### src/rtl/pwm_pkg.sv
package pwm_pkg;
  localparam int PS_W = 4;

  typedef enum logic [1:0] {
    PS_DIV1   = 2'd0,
    PS_DIV4   = 2'd1,
    PS_DIV16  = 2'd2,
    PS_DIV16B = 2'd3
  } presc_e;

  // Terminal value of the prescale counter for each setting
  function automatic logic [PS_W-1:0] ps_limit(input logic [1:0] sel);
    case (presc_e'(sel))
      PS_DIV1: ps_limit = '0;
      PS_DIV4: ps_limit = PS_W'(3);
      default: ps_limit = '1;
    endcase
  endfunction
endpackage

### src/rtl/pwm_timebase.sv
module pwm_timebase
  import pwm_pkg::*;
#(
  parameter int TMR_W  = 8,
  parameter int FINE_W = 2
) (
  input  logic              clk,
  input  logic              rst,
  input  logic              en,
  input  logic [TMR_W-1:0]  period_i,
  input  logic [1:0]        presc_sel_i,
  output logic              start_o,
  output logic [TMR_W-1:0]  tmr_nxt_o,
  output logic [FINE_W-1:0] fine_nxt_o
);
  logic              run_q;
  logic [FINE_W-1:0] fine_q;
  logic [PS_W-1:0]   ps_q, ps_nxt;
  logic [TMR_W-1:0]  tmr_q;
  logic              fine_wrap, ps_last, tick, wrap;

  assign fine_wrap = (fine_q == '1);
  assign ps_last   = (ps_q >= ps_limit(presc_sel_i));
  assign tick      = run_q && fine_wrap && ps_last;
  assign wrap      = tick && (tmr_q == period_i);
  assign start_o   = en && (!run_q || wrap);

  always_comb begin
    fine_nxt_o = '0;
    ps_nxt     = '0;
    tmr_nxt_o  = '0;
    if (en && run_q) begin
      fine_nxt_o = fine_q + 1'b1;
      ps_nxt     = fine_wrap ? (ps_last ? '0 : ps_q + 1'b1) : ps_q;
      tmr_nxt_o  = tick ? (wrap ? '0 : tmr_q + 1'b1) : tmr_q;
    end
  end

  always_ff @(posedge clk) begin
    if (rst) begin
      run_q  <= 1'b0;
      fine_q <= '0;
      ps_q   <= '0;
      tmr_q  <= '0;
    end else begin
      run_q  <= en;
      fine_q <= fine_nxt_o;
      ps_q   <= ps_nxt;
      tmr_q  <= tmr_nxt_o;
    end
  end

  // The timer moves only on a prescaled tick while running
  assert_timer_step_R3: assert property (@(posedge clk) disable iff (rst)
    ($past(run_q) && run_q && !$past(tick)) |-> $stable(tmr_q));
endmodule

### src/rtl/pwm_duty_buf.sv
module pwm_duty_buf #(
  parameter int DUTY_W = 10
) (
  input  logic              clk,
  input  logic              rst,
  input  logic              start_i,
  input  logic [DUTY_W-1:0] pend_i,
  output logic [DUTY_W-1:0] shadow_o
);
  always_ff @(posedge clk) begin
    if (rst)          shadow_o <= '0;
    else if (start_i) shadow_o <= pend_i;
  end

  assert_shadow_hold_R7: assert property (@(posedge clk) disable iff (rst)
    !$past(start_i) |-> $stable(shadow_o));
endmodule

### src/rtl/pwm_out.sv
module pwm_out #(
  parameter int DUTY_W = 10
) (
  input  logic              clk,
  input  logic              rst,
  input  logic              en,
  input  logic              start_i,
  input  logic [DUTY_W-1:0] pend_i,
  input  logic [DUTY_W-1:0] shadow_i,
  input  logic [DUTY_W-1:0] cnt_nxt_i,
  output logic              pin_o,
  output logic              mark_o
);
  always_ff @(posedge clk) begin
    if (rst || !en) begin
      pin_o  <= 1'b0;
      mark_o <= 1'b0;
    end else begin
      mark_o <= start_i;
      if (start_i) pin_o <= (pend_i != '0);
      else         pin_o <= pin_o && (cnt_nxt_i != shadow_i);
    end
  end

  assert_pin_low_off_R2: assert property (@(posedge clk) disable iff (rst)
    !$past(en) |-> (!pin_o && !mark_o));
  assert_match_single_R8: assert property (@(posedge clk) disable iff (rst)
    mark_o |=> !mark_o);
  assert_rise_at_start_R8: assert property (@(posedge clk) disable iff (rst)
    $rose(pin_o) |-> mark_o);
endmodule

### src/rtl/pwm_gen.sv
module pwm_gen #(
  parameter int TMR_W  = 8,
  parameter int FINE_W = 2
) (
  input  logic              clk,
  input  logic              rst,
  input  logic              en_i,
  input  logic [TMR_W-1:0]  period_i,
  input  logic [1:0]        presc_sel_i,
  input  logic [TMR_W-1:0]  duty_hi_i,
  input  logic [FINE_W-1:0] duty_lo_i,
  output logic              pwm_o,
  output logic              period_start_o
);
  localparam int DUTY_W = TMR_W + FINE_W;

  logic              start;
  logic [TMR_W-1:0]  tmr_nxt;
  logic [FINE_W-1:0] fine_nxt;
  logic [DUTY_W-1:0] pend, shadow;

  assign pend = {duty_hi_i, duty_lo_i};

  pwm_timebase #(.TMR_W(TMR_W), .FINE_W(FINE_W)) u_tb (
    .clk(clk), .rst(rst), .en(en_i), .period_i(period_i),
    .presc_sel_i(presc_sel_i), .start_o(start),
    .tmr_nxt_o(tmr_nxt), .fine_nxt_o(fine_nxt)
  );

  pwm_duty_buf #(.DUTY_W(DUTY_W)) u_buf (
    .clk(clk), .rst(rst), .start_i(start), .pend_i(pend), .shadow_o(shadow)
  );

  pwm_out #(.DUTY_W(DUTY_W)) u_out (
    .clk(clk), .rst(rst), .en(en_i), .start_i(start), .pend_i(pend),
    .shadow_i(shadow), .cnt_nxt_i({tmr_nxt, fine_nxt}),
    .pin_o(pwm_o), .mark_o(period_start_o)
  );

  assert_zero_duty_R5: assert property (@(posedge clk) disable iff (rst)
    (period_start_o && shadow == '0) |-> !pwm_o);
endmodule

### config.mk
export PLATFORM = sky130hd
export DESIGN_NAME = pwm_gen
export DESIGN_NICKNAME = d
export VERILOG_FILES = /design/src/rtl/pwm_pkg.sv /design/src/rtl/pwm_timebase.sv /design/src/rtl/pwm_duty_buf.sv /design/src/rtl/pwm_out.sv /design/src/rtl/pwm_gen.sv
export SDC_FILE = /design/constraint.sdc
export NUM_CORES = 1
export LEC_CHECK = 0
export ABC_AREA = 1
export CORE_ASPECT_RATIO = 1.25
export CORE_UTILIZATION = 62
export CTS_CLUSTER_SIZE = 30
export DETAILED_ROUTE_END_ITERATION = 8
export DONT_BUFFER_PORTS = 1
export GPL_TIMING_DRIVEN = 0
export PLACE_DENSITY = 0.75
export SLEW_MARGIN = 25
export SYNTH_ARGS = -nofsm -noshare
export SYNTH_HDL_FRONTEND = slang
export SYNTH_SLANG_ARGS = --single-unit
export TNS_END_PERCENT = 50
### constraint.sdc
create_clock -name clk -period 2.8 [get_ports clk]
set_clock_uncertainty 0.1 [all_clocks]
set_input_delay 0.56 -clock clk [delete_from_list [all_inputs] [get_ports clk]]
set_output_delay 0.56 -clock clk [all_outputs]
set_load 0.02 [all_outputs]
# [Yosys cells after proc, flatten, opt, wreduce, memory -nomap -nowiden]
# Index checks and enable logic that the tools add are counted.
[word_totals] reg_bits=27 in_bits=23 output_inout_bits=2 wordCells=36
[op_classes] n_addsub=3 order_cmp=1 n_eq_ne=4 muxes=7 bitwise=1 reduce_logical=13
[ops] cell="two-way mux 8 bit" count=3
[ops] cell="inequality test 10 bit" count=1
[ops] cell="nonzero test 10 bit" count=1
[ops] cell="adder 8 x 1 -> 8 bit, second input constant" count=1
[ops] cell="equality test 8 bit" count=1
[ops] cell="one-hot mux 4 bit (2 select lines)" count=1
[ops] cell="logical AND 1 bit" count=6
[ops] cell="adder 4 x 1 -> 4 bit, second input constant" count=1
[ops] cell="greater-or-equal comparator 4 bit" count=1
[ops] cell="two-way mux 4 bit" count=1
[ops] cell="adder 2 x 1 -> 2 bit, second input constant" count=1
[ops] cell="equality test 2 x 1 -> 1 bit, second input constant" count=1
[ops] cell="equality test 2 bit, second input constant" count=1
[ops] cell="zero test 1 bit" count=2
[ops] cell="zero test 2 bit" count=1
[ops] cell="logical OR 1 bit" count=2
[ops] cell="two-way mux 2 bit" count=1
[ops] cell="OR reduction 2 bit" count=1
[ops] cell="two-way mux 1 bit" count=1
[ops] cell="inverter 1 bit" count=1

# [Longest topological paths before layout]
# Gate-level depths: netlist of the first run.
[depth] word_depth=11 depth_mapped=19

# [Modules after synthesis]
# From an unflattened synthesis of the first run, not the netlist that was laid out.
[hier_totals] cells_unflattened=294 hier_area_um2=1814.2
[by_module_without_submodules] module="pwm_timebase" instances=1 cells_per_inst=178 area_per_inst_um2=1127.3
[by_module_without_submodules] module="pwm_duty_buf" instances=1 cells_per_inst=63 area_per_inst_um2=419.2
[by_module_without_submodules] module="pwm_out" instances=1 cells_per_inst=53 area_per_inst_um2=267.8

# [Worst setup path after synthesis of the first run]
# No wires, ideal clock.
[synth_path] kind="input port to flip-flop" from="input presc_sel_i[1]" to="register u_out.pin_o" setup_ps=119 t_arrival_ps=2097 required_time_ps=2581 setup_slack_ps=483 cell_stages=15 n_path_buf=0 path_cell_list="nor2_1 -> inv_1 -> ha_1 -> nand4_1 -> nand3_2 -> nand2_4 -> nor2_1 -> nor2_2 -> nand2_1 -> nand2_1 -> nand2_1 -> nor2_1 -> nand3_1 -> o21ai_1 -> a21oi_1"
[synth_via] elab_chain_cells=11 word_cells_on_any_way=14
[synth_lines] element="from (decl)" line="pwm_gen.sv:9" rtl="input logic [1:0] presc_sel_i,"
[synth_lines] element="equality test 2 x 1 -> 1 bit or zero test 2 bit (tied branches)" line="pwm_pkg.sv:13" rtl="case (presc_e'(sel))"
[synth_lines] element="one-hot mux 4 bit (2 select lines) (*)" line="pwm_pkg.sv:13"
[synth_lines] element="greater-or-equal comparator 4 bit (*)" line="pwm_timebase.sv:23" rtl="assign ps_last = (ps_q >= ps_limit(presc_sel_i));"
[synth_lines] element="logical AND 1 bit (*)" line="pwm_timebase.sv:24" rtl="assign tick = run_q && fine_wrap && ps_last;"
[synth_lines] element="logical AND 1 bit" line="pwm_timebase.sv:25" rtl="assign wrap = tick && (tmr_q == period_i);"
[synth_lines] element="two-way mux 8 bit (2 in a row)" line="pwm_timebase.sv:35" rtl="tmr_nxt_o = tick ? (wrap ? '0 : tmr_q + 1'b1) : tmr_q;"
[synth_lines] element="two-way mux 8 bit" line="pwm_timebase.sv:32" rtl="if (en && run_q) begin"
[synth_lines] element="inequality test 10 bit" line="pwm_out.sv:21" rtl="else pin_o <= pin_o && (cnt_nxt_i != shadow_i);"
[synth_lines] element="logical AND 1 bit" line="pwm_out.sv:21"
[synth_lines] element="two-way mux 1 bit (*)" line="pwm_out.sv:20" rtl="if (start_i) pin_o <= (pend_i != '0);"
[synth_lines] element="to (signal assigned)" line="pwm_out.sv:20"
[synth_lines] element="to (signal assigned)" line="pwm_out.sv:21"
[synth_lines] element="to (decl)" line="pwm_out.sv:11" rtl="output logic pin_o,"
# Mark *: on every way between the ends. The rest lies on a longest branch, timed or not.
# A chain may end at the register's enable or synchronous reset.

# [Worst setup path after layout of the first run]
[layout_path] from="register u_tb.ps_q[0]" to="register u_out.pin_o"
[layout_via] elab_chain_cells=9 word_cells_on_any_way=11
[layout_lines] element="from (decl)" line="pwm_timebase.sv:18" rtl="logic [PS_W-1:0] ps_q, ps_nxt;"
[layout_lines] element="from (signal assigned)" line="pwm_timebase.sv:48" rtl="ps_q <= ps_nxt;"
[layout_lines] element="greater-or-equal comparator 4 bit (*)" line="pwm_timebase.sv:23"
[layout_lines] element="logical AND 1 bit (*)" line="pwm_timebase.sv:24"
[layout_lines] element="logical AND 1 bit" line="pwm_timebase.sv:25"
[layout_lines] element="two-way mux 8 bit (2 in a row)" line="pwm_timebase.sv:35"
[layout_lines] element="two-way mux 8 bit" line="pwm_timebase.sv:32"
[layout_lines] element="inequality test 10 bit" line="pwm_out.sv:21"
[layout_lines] element="logical AND 1 bit" line="pwm_out.sv:21"
[layout_lines] element="two-way mux 1 bit (*)" line="pwm_out.sv:20"
# Marked as above.

==> summary.txt, run 1 <==
Post CTS Setup Buffer Count -> 0
CP peak stage delay -> 0.42 ns
Final ANT Viol Nets -> 0
GP Congestion -> 0.866
Reg clk slew, reported paths -> 0.14 ns
slew of the pin with the lowest slew margin -> 0.440 ns
Synth Instances -> 293
GRT Resource Usage Total -> 23.7%
Setup Total Neg Slack -> 0 ns
Worst Setup Start Kind -> register
fin nets -> 328
slowest stage cell on the critical path -> dfxtp_1
number of synthesized register bits -> 27
synth unique cells -> 24
Final Setup Violations -> 0
antenna cells -> 0
Tightest Hold Check Type -> in -> reg
pin count of the biggest net entering global routing -> 16
Mapped Area -> 0.00177 mm^2
Bufs on Longest Clock Path -> 2
DP HPWL -> 2770 um
Pre-antenna DRT Iters -> 4
most used cell, CP -> nand2_1
worst-path fanout max -> 10
fin. max-slew vios -> 0
WP data required -> 2.93 ns
crit-path cells -> inv_1, ha_1, nand4_1, nand3_2, nand2_4, nor2_1, nor2_2, nand2_1, nand2_1, nand2_1, nor2_1, nand3_1, o21ai_1, a21oi_1
commonest non-fill, non-tap cell in the layout -> nand2_1
die area -> 0.00308 mm^2
Post-Syn Nets -> 323
io pins -> 25
VDD IR-drop max -> 0.000352 V
clock sinks -> 27
Worst-Skew Late Latency -> 0.33 ns
Crit path arrival time -> 2.43 ns
max cap viols -> 0
status -> finished, final reports clean
CP bufs+invs -> 1
Die X -> 49.8 um
port buffer count -> 0
Core Util, Final -> 68.1%
average via count per standard cell -> 5.01
wirelength, routed -> 3330 um
Vias -> 1,657
final hold vios -> 0
area delta synth->final -> 3.95%
DIE HEIGHT -> 61.8 um
initial antenna violation count -> 0
PwrDens -> 353 mW/mm^2
LEAKAGE -> 0.983 nW
first-pass GRT wire length -> 5670 um
drt drc -> 0
commonest non-fill, non-tap cells in the layout -> nand2_1, inv_1, nor2_1
Crit Path Class -> reg -> reg
GRT Residual Overflow -> 0
relative slew slack -> 70.6%
row count -> 21
# resized after CTS -> 0
YS warnings -> 0
DRT iter0 DRCs -> 28
Initial Util -> 65.6%
total CTS buffers -> 3
fin crit period -> 2.31 ns
Final Cycle Share -> 82.3%
CORE AREA -> 0.00271 mm^2
crit end category -> register
register area share after synthesis -> 30.5%
vias in the first global route -> 1,449
share of cells above drive strength 1 -> 5.05%
Worst path top cell family by delay -> simple AND/OR/NAND/NOR gates
Mapped Avg Cell Area -> 6.06 um^2
Avg WL per Cell -> 10.1 um
Clock Tree Root -> clkbuf_4
CTS Hold Bufs -> 0
fmax -> 434 MHz
RSZ-0062 raised after global routing -> false
CTS HTree Levels -> 1
CTS tree -> done
## cells in the mapped netlist
cell	number	area, um^2
nand2_1	87	327
inv_1	49	184
nor2_1	48	180
dfxtp_1	27	541
nand3_1	16	80.1
o21ai_0	14	70.1
a21oi_1	10	50.1
nand4_1	8	50.1
ha_1	7	87.6
xor2_1	5	43.8
inv_2	4	15.0
nand2_4	2	22.5
nand3b_1	2	15.0
nor3_1	2	10.0
nor4_1	2	12.5
xnor2_1	2	17.5
a21oi_4	1	16.3
a31o_1	1	8.76
buf_4	1	7.51
clkbuf_1	1	3.75
nand3_2	1	10.0
nor2_2	1	6.26
nor2_4	1	11.3
o21ai_1	1	5.00
## sequential cells by signal, indices dropped and copies added (netlist names)
name / flops
u_buf.shadow_o: 10
u_tb.fine_q: 2
u_tb.ps_q: 4
u_tb.run_q: 1
u_out.pin_o: 1
u_tb.tmr_q: 8
u_out.mark_o: 1
## cell families (layout without fill, tap and decap cells)
kind of cell             Yosys count  after routing  synth area share [%]
AND/OR/NAND/NOR                  170            170                  40.8
buffers and inverters             55             59                  11.8
AO/OA/AOI/OAI                     27             27                  8.46
flip-flops                        27             27                  30.5
adder cells (fa/ha/maj)            7              7                  4.94
XOR/XNOR                           7              7                  3.46
## metal layers
| metal | vias up | global-route usage [%] | part of all wire, % |
|---|---|---|---|
| met2 | 44 | 45.9 | 48 |
| met3 | 5 | 1.95 | 3.8 |
| met1 | 692 | 27.8 | 47 |
| met4 | 0 | 7.76 | 1.3 |
| met5 | - | 0 | 0 |
| li1 | 916 | - | - |
## worst reg2reg max path: stages, from the launching register on
cell     delay (ns)
dfxtp_1        0.42
inv_1          0.06
ha_1           0.29
nand4_1        0.11
nand3_2        0.22
nand2_4        0.18
nor2_1         0.07
nor2_2         0.17
nand2_1        0.10
nand2_1        0.06
nand2_1        0.05
nor2_1         0.09
nand3_1        0.08
o21ai_1        0.13
a21oi_1        0.07
## report_power, final
group | internal [mW] | switching (mW)
sequential | 0.398 | 0.00879
combinational | 0.0302 | 0.0485
clock | 0.0536 | 0.113
## final cells by class
cell class	count	area [um^2]
Buffer	2	11.3
Clock buffer	3	22.5
Clock inverter	1	5.00
Fill cell	275	862
Inverter	53	199
Multi-Input combinational cell	211	1020
Sequential cell	27	541
Tap cell	34	42.5
## path summary, 6_finish.rpt
| check | from | to | slack, ns | depth (start not counted) |
|---|---|---|---|---|
| worst max-delay path | u_tb.ps_q[0]$_SDFFE_PP0N_ | u_out.pin_o$_SDFF_PP0_ | 0.49 | 14 |
| worst min-delay path | duty_hi_i[1] | u_buf.shadow_o[3]$_SDFFE_PP0P_ | 0.26 | 2 |
| worst max register to register | u_tb.ps_q[0]$_SDFFE_PP0N_ | u_out.pin_o$_SDFF_PP0_ | 0.49 | 14 |
| worst min register to register | u_tb.fine_q[0]$_SDFF_PP0_ | u_tb.fine_q[0]$_SDFF_PP0_ | 0.37 | 1 |
## through the flow
| stage | cells | total power, mW | hold slack, ns | setup slack [ns] | instance area (um^2) |
|---|---|---|---|---|---|
| floorplan | 293 | 0.479 | 0.318 | 0.483 | 1770 |
| global placement | 327 | 0.493 | 0.333 | 0.237 | 1820 |
| detailed placement | 327 | 0.495 | 0.341 | 0.213 | 1820 |
| CTS | 331 | 0.659 | 0.255 | 0.490 | 1840 |
| global route | 331 | 0.686 | 0.250 | 0.251 | 1840 |
| finish | 331 | 0.652 | 0.262 | 0.494 | 1840 |
(Power assumes the default switching activity.)
==> inputs of run 2 (changes only) <==
--- a/config.mk
+++ b/config.mk
@@ -7,12 +7,12 @@
 export LEC_CHECK = 0
 export ABC_AREA = 1
 export CORE_ASPECT_RATIO = 1.25
-export CORE_UTILIZATION = 62
+export CORE_UTILIZATION = 57
 export CTS_CLUSTER_SIZE = 30
 export DETAILED_ROUTE_END_ITERATION = 8
 export DONT_BUFFER_PORTS = 1
 export GPL_TIMING_DRIVEN = 0
-export PLACE_DENSITY = 0.75
+export PLACE_DENSITY = 0.72
 export SLEW_MARGIN = 25
 export SYNTH_ARGS = -nofsm -noshare
 export SYNTH_HDL_FRONTEND = slang
==> constraint.sdc (replaced) <==
create_clock -name clk -period 2 [get_ports clk]
set_clock_uncertainty 0.1 [all_clocks]
set_input_delay 0.4 -clock clk [delete_from_list [all_inputs] [get_ports clk]]
set_output_delay 0.4 -clock clk [all_outputs]
set_load 0.02 [all_outputs]
==> summary.txt, run 2 (synthesized netlist as in run 1, its figures left out) <==
CTS tree -> done
Cells after DPL -> 329 (+0.61%)
WP data required -> 2.12 ns (-0.81 ns)
GP Congestion -> 0.867 (about the same)
total CTS buffers -> 3 (unchanged)
share of cells above drive strength 1 -> 24.5% (+19 points)
fill count -> 257 (-6.5%)
first-pass GRT wire length -> 6720 um (+18%)
area delta synth->final -> 23.1%
Top Layer Used -> met4
slew of the pin with the lowest slew margin -> 0.448 ns (+0.00800 ns)
Worst-Skew Late Latency -> 0.32 ns (about the same)
max reg flops -> 10 (unchanged)
Die X -> 51.9 um (+4.1%)
Tightest Hold Check Type -> in -> reg
CORE AREA -> 0.00295 mm^2 (+8.8%)
Final Cycle Share -> 103% (+21 points)
port buffer count -> 0 (unchanged)
commonest non-fill, non-tap cells in the layout -> nand2_1, inv_1, nor2_1
clock sinks -> 27 (unchanged)
max cap viols -> 0 (unchanged)
Sw Share -> 26.5% (+0.43 points)
Met2 Wirelength -> 2190 um (+37%)
fin crit period -> 2.06 ns (-0.242 ns)
average via count per standard cell -> 5.07 (+1.2%)
VDD IR-drop max -> 0.000528 V (+50%)
DRT iter0 DRCs -> 45 (+61%)
CTS HTree Levels -> 1 (unchanged)
CTS Hold Bufs -> 0 (unchanged)
Worst Setup Start Kind -> register
RSZ-0062 raised after global routing -> true
die area -> 0.00334 mm^2 (+8.4%)
row count -> 22 (+4.8%)
Psw -> 251 uW (+48%)
pin count of the biggest net entering global routing -> 15 (-1)
vias in the first global route -> 1,716 (+18%)
GRT Resource Usage Total -> 26.5% (+2.8 points)
DP Area -> 0.00186 mm^2 (+2.1%)
crit-path cells -> ha_4, nand2_2, inv_2, nand2_2, nand3_4, nand2_8, nor2_4, nor2_4, nand2_2, nand2_1, nand2_1, nor2_1, nand3_2, o21ai_1, a21oi_1
Clk pwr share -> 24.2% (-1.3 points)
commonest non-fill, non-tap cell in the layout -> nand2_1
most used cell, CP -> nand2_2
Worst path top cell family by delay -> simple AND/OR/NAND/NOR gates
fin nets -> 341 (+4.0%)
Bufs on Longest Clock Path -> 2 (unchanged)
Crit Path Class -> reg -> reg
combinational fraction of design power -> 15.7% (+3.6 points)
LEAKAGE -> 1.05 nW (+6.9%)
crit end category -> register
Flop pwr share -> 60.1% (-2.3 points)
DIE HEIGHT -> 64.4 um (+4.1%)
power consumption -> 947 uW (+45%)
status -> finished, violations left
antenna cells -> 0 (unchanged)
Finished Cell Area -> 0.00218 mm^2 (+18%)
violated checks -> negative setup slack
GRT Residual Overflow -> 0 (unchanged)
worst-path fanout max -> 8 (-2)
PwrDens -> 433 mW/mm^2 (+23%)
reg2reg setup slack -> -0.06 ns (-0.56 ns)
Avg WL per Cell -> 11.8 um (+17%)
Non-Filler Instances -> 346 (+4.5%)
io pins -> 25 (unchanged)
final hold vios -> 0 (unchanged)
Vias -> 1,753 (+5.8%)
relative slew slack -> 70.1% (-0.53 points)
CP peak stage delay -> 0.36 ns (-0.06 ns)
Initial Util -> 60.2% (-5.3 points)
Clock Tree Root -> clkbuf_4
drt drc -> 0 (unchanged)
Pre-antenna DRT Iters -> 4 (unchanged)
Crit path arrival time -> 2.19 ns (-0.24 ns)
met1 WL -> 1720 um (+9.8%)
wirelength, routed -> 4090 um (+23%)
Reg with most FFs -> u_buf.shadow_o
fin. max-slew vios -> 0 (unchanged)
fmax -> 485 MHz (+12%)
CP bufs+invs -> 1 (unchanged)
Core Util, Final -> 74.2% (+6.0 points)
DR WL met3 -> 103 um (-18%)
Final Setup Violations -> 1 (+1)
top flop regs -> u_buf.shadow_o x10, u_tb.tmr_q x8, u_tb.ps_q x4
Reg clk slew, reported paths -> 0.14 ns (about the same)
internal power -> 696 uW (+44%)
initial antenna violation count -> 0 (unchanged)
setup ws final -> -0.0634 ns (-0.558 ns)
DP HPWL -> 2850 um (+3.1%)
Final ANT Viol Nets -> 0 (unchanged)
slowest stage cell on the critical path -> dfxtp_2
## run 2: worst register-to-register path, stage by stage, from the launching register on
cell	delay, ns
dfxtp_2	0.36
ha_4	0.23
nand2_2	0.07
inv_2	0.04
nand2_2	0.08
nand3_4	0.15
nand2_8	0.15
nor2_4	0.05
nor2_4	0.18
nand2_2	0.08
nand2_1	0.06
nand2_1	0.05
nor2_1	0.11
nand3_2	0.07
o21ai_1	0.13
a21oi_1	0.07
## run 2: routing by layer
layer	GRT usage (%)	vias to the layer above
li1	-	944
met1	28.1	767
met2	51.4	33
met3	1.67	9
met4	10.1	0
met5	0	-
## run 2: layout make-up
type                       instances  area (um^2)  area share, %
multi-input combinational        211         1220           55.8
sequential                        27          548           25.1
inverter                          53          209           9.56
timing repair buffer              13          119           5.44
tap                               36         45.0           2.06
clock buffer                       4         26.3           1.20
buffer                             2         18.8          0.859
## run 2: what timing repair did
| action | 4_1_cts | 5_1_grt |
|---|---|---|
| gates resized for setup | 27 | 30 |
| endpoints found under the setup margin | 12 | 13 |
| pin swaps | 22 | 18 |
| buffers inserted | 10 | 2 |
| cloned | 0 | 1 |
| endpoints found under the hold margin | 0 | 0 |
## run 2: power by group through the flow
stage               Combinational [mW]  Clock, mW  Sequential (mW)
CTS                              0.127      0.239            0.569
finish                           0.149      0.229            0.569
global route                     0.169      0.260            0.572
detailed placement               0.116          0            0.581
floorplan                       0.0948          0            0.579
global placement                 0.113          0            0.581
## run 2: worst paths after layout
path                             startpoint                              to  cells past startpoint
hold / removal                 duty_hi_i[1]  u_buf.shadow_o[3]$_SDFFE_PP0P_                      2
setup / recovery  u_tb.ps_q[3]$_SDFFE_PP0N_          u_out.pin_o$_SDFF_PP0_                     15
setup reg to reg  u_tb.ps_q[3]$_SDFFE_PP0N_          u_out.pin_o$_SDFF_PP0_                     15
hold reg to reg   u_tb.fine_q[0]$_SDFF_PP0_       u_tb.fine_q[0]$_SDFF_PP0_                      1
## run 2: per-stage QoR
step / TNS, ns / hold WS [ns] / worst slack (ns)
after floorplan: -0.244 / 0.318 / -0.0875
after global placement: -3.06 / 0.333 / -0.319
after detailed placement: -3.18 / 0.340 / -0.329
after CTS: -0.0339 / 0.102 / -0.0225
after global routing: -0.584 / 0.0825 / -0.194
final: -0.0634 / 0.0994 / -0.0634
==> inputs of run 3 (changes only) <==
--- a/config.mk
+++ b/config.mk
@@ -6,13 +6,13 @@
 export NUM_CORES = 1
 export LEC_CHECK = 0
 export ABC_AREA = 1
-export CORE_ASPECT_RATIO = 1.25
 export CORE_UTILIZATION = 57
 export CTS_CLUSTER_SIZE = 30
 export DETAILED_ROUTE_END_ITERATION = 8
 export DONT_BUFFER_PORTS = 1
 export GPL_TIMING_DRIVEN = 0
 export PLACE_DENSITY = 0.72
+export SKIP_LAST_GASP = 1
 export SLEW_MARGIN = 25
 export SYNTH_ARGS = -nofsm -noshare
 export SYNTH_HDL_FRONTEND = slang
==> summary.txt, run 3 (synthesized netlist as in run 1, its figures left out) <==
status -> finished, violations left
violated checks -> design-rule violations, negative setup slack
fin nets -> 342 (+0.29%)
fmax -> 479 MHz (-1.2%)
relative slew slack -> 70.7% (+0.59 points)
Reg area -> 548 um^2 (unchanged)
fin. max-slew vios -> 0 (unchanged)
area delta synth->final -> 22.0%
Reg clk slew, reported paths -> 0.15 ns (about the same)
top flop regs -> u_buf.shadow_o x10, u_tb.tmr_q x8, u_tb.ps_q x4
io pins -> 25 (unchanged)
reg2reg setup slack -> -0.09 ns (-0.03 ns)
CTS tree -> done
Final Cycle Share -> 104% (+1.3 points)
Crit Path Class -> reg -> reg
CORE AREA -> 0.00285 mm^2 (-3.1%)
VDD IR-drop max -> 0.000522 V (-0.99%)
Core Util, Final -> 75.9% (+1.7 points)
DIE HEIGHT -> 57.8 um (-10%)
most used cell, CP -> nand2_2
WP data required -> 2.14 ns (+0.02 ns)
CTS Hold Bufs -> 0 (unchanged)
GRT Resource Usage Total -> 24.8% (-1.6 points)
Hold Crit Endpoint -> u_buf.shadow_o[3]$_SDFFE_PP0P_
commonest non-fill, non-tap cells in the layout -> nand2_1, inv_1, nor2_1
port buffer count -> 0 (unchanged)
worst-path fanout max -> 8 (unchanged)
die area -> 0.00334 mm^2 (about the same)
crit-path cells -> ha_4, nand2_2, inv_2, nand2_2, nand3_4, nand2_8, nor2_4, nor2_4, nand2_2, nand2_1, nand2_1, nor2_1, nand3_2, o21ai_2, a21oi_1
CP peak stage delay -> 0.37 ns (about the same)
worst hold path depth -> 2 (unchanged)
DP Area -> 0.00185 mm^2 (-0.34%)
Worst-Skew Late Latency -> 0.33 ns (about the same)
Reg with most FFs -> u_buf.shadow_o
average via count per standard cell -> 5.12 (+1.1%)
GP Congestion -> 0.822 (-5.2%)
PwrDens -> 444 mW/mm^2 (+2.3%)
global routing usage on met2 -> 45.0% (-6.4 points)
drt drc -> 1 (+1)
fin crit period -> 2.09 ns (+0.0255 ns)
total CTS buffers -> 3 (unchanged)
clock sinks -> 27 (unchanged)
Bufs on Longest Clock Path -> 2 (unchanged)
Stages on worst setup path -> 15 (unchanged)
Final ANT Viol Nets -> 0 (unchanged)
Worst path top cell family by delay -> simple AND/OR/NAND/NOR gates
max cap viols -> 0 (unchanged)
Min Hold Slack -> 0.0840 ns (-0.0154 ns)
multi-input logic area -> 0.00121 mm^2 (-0.31%)
Finished Cell Area -> 0.00216 mm^2 (-0.92%)
slowest stage cell on the critical path -> dfxtp_2
vias in the first global route -> 1,637 (-4.6%)
hold path startpoint -> duty_hi_i[1]
LEAKAGE -> 1.05 nW (-0.43%)
FF-to-FF path depth -> 15 (unchanged)
Clock Tree Root -> clkbuf_4
GRT Residual Overflow -> 0 (unchanged)
GR Util met3 -> 2.23% (+0.57 points)
gr busiest metal -> met2
Pre-antenna DRT Iters -> 6 (+2)
pin count of the biggest net entering global routing -> 17 (+2)
final hold vios -> 0 (unchanged)
max reg flops -> 10 (unchanged)
Final Setup Violations -> 2 (+1)
Die X -> 57.8 um (+11%)
Worst Setup Start Kind -> register
Crit path arrival time -> 2.23 ns (+0.04 ns)
fill count -> 232 (-9.7%)
initial antenna violation count -> 0 (unchanged)
antenna cells -> 0 (unchanged)
slew of the pin with the lowest slew margin -> 0.440 ns (-0.00877 ns)
Vias -> 1,752 (-0.057%)
DRT iter0 DRCs -> 75 (+67%)
first-pass GRT wire length -> 6620 um (-1.5%)
commonest non-fill, non-tap cell in the layout -> nand2_1
crit end category -> register
wirelength, routed -> 4010 um (-2.1%)
row count -> 19 (-14%)
GRT met1 Usage -> 32.3% (+4.2 points)
Crit Reg-Reg Startpoint -> u_tb.ps_q[3]$_SDFFE_PP0N_
Avg WL per Cell -> 11.7 um (-0.98%)
setup ws final -> -0.0889 ns (-0.0255 ns)
Critical R2R Capture -> u_out.pin_o$_SDFF_PP0_
Initial Util -> 62.2% (+2.0 points)
share of cells above drive strength 1 -> 22.8% (-1.7 points)
Tightest Hold Check Type -> in -> reg
DP HPWL -> 2770 um (-2.8%)
RSZ-0062 raised after global routing -> true
CTS HTree Levels -> 1 (unchanged)
CP bufs+invs -> 1 (unchanged)
run 3: area by class of cell:
class                      instances  share of cell area, %
multi-input combinational        211                   56.1
sequential                        27                   25.3
inverter                          53                   9.65
timing repair buffer              14                   5.03
tap                               31                   1.79
clock buffer                       3                   1.04
buffer                             2                  0.694
clock inverter                     1                  0.347
run 3: worst register-to-register path: stages (launching register included):
cell and delay [ns]:
dfxtp_2 0.37, ha_4 0.26, nand2_2 0.06, inv_2 0.03
nand2_2 0.07, nand3_4 0.15, nand2_8 0.16, nor2_4 0.05
nor2_4 0.16, nand2_2 0.07, nand2_1 0.07, nand2_1 0.05
nor2_1 0.11, nand3_2 0.08, o21ai_2 0.14, a21oi_1 0.07
run 3: power by group:
part           switching (mW)  internal (mW)
combinational          0.0848         0.0561
clock                   0.173         0.0767
sequential             0.0131          0.557
total                   0.271          0.689
run 3: how the worst max path moves through the flow:
stage | startpoint | end | slack [ns]
after floorplan | presc_sel_i[1] | u_out.pin_o$_SDFF_PP0_ | -0.09
after global placement | presc_sel_i[1] | u_out.pin_o$_SDFF_PP0_ | -0.31
after detailed placement | presc_sel_i[1] | u_out.pin_o$_SDFF_PP0_ | -0.32
after CTS | u_tb.ps_q[0]$_SDFFE_PP0N_ | u_out.pin_o$_SDFF_PP0_ | -0.03
after global routing | u_tb.ps_q[3]$_SDFFE_PP0N_ | u_out.pin_o$_SDFF_PP0_ | -0.20
final | u_tb.ps_q[3]$_SDFFE_PP0N_ | u_out.pin_o$_SDFF_PP0_ | -0.09
run 3: stage by stage:
stage,power [mW],worst slack (ns),TNS [ns],instances
global route,0.998,-0.198,-0.688,342
finish,0.960,-0.0889,-0.0938,342
detailed placement,0.695,-0.315,-2.90,324
CTS,0.944,-0.0306,-0.0306,341
floorplan,0.674,-0.0875,-0.244,293
global placement,0.693,-0.310,-2.64,324
run 3: repair_timing:
item	4_1_cts	5_1_grt
gates cloned	0	1
pin swaps	15	17
endpoints found under the setup margin	12	13
buffers inserted	13	0
gates resized for setup	26	25
run 3: layer usage:
layer | part of all wire [%] | vias up
li1 | - | 946
met1 | 46 | 766
met2 | 50 | 36
met3 | 3.4 | 4
met4 | 0.90 | 0
met5 | 0 | -
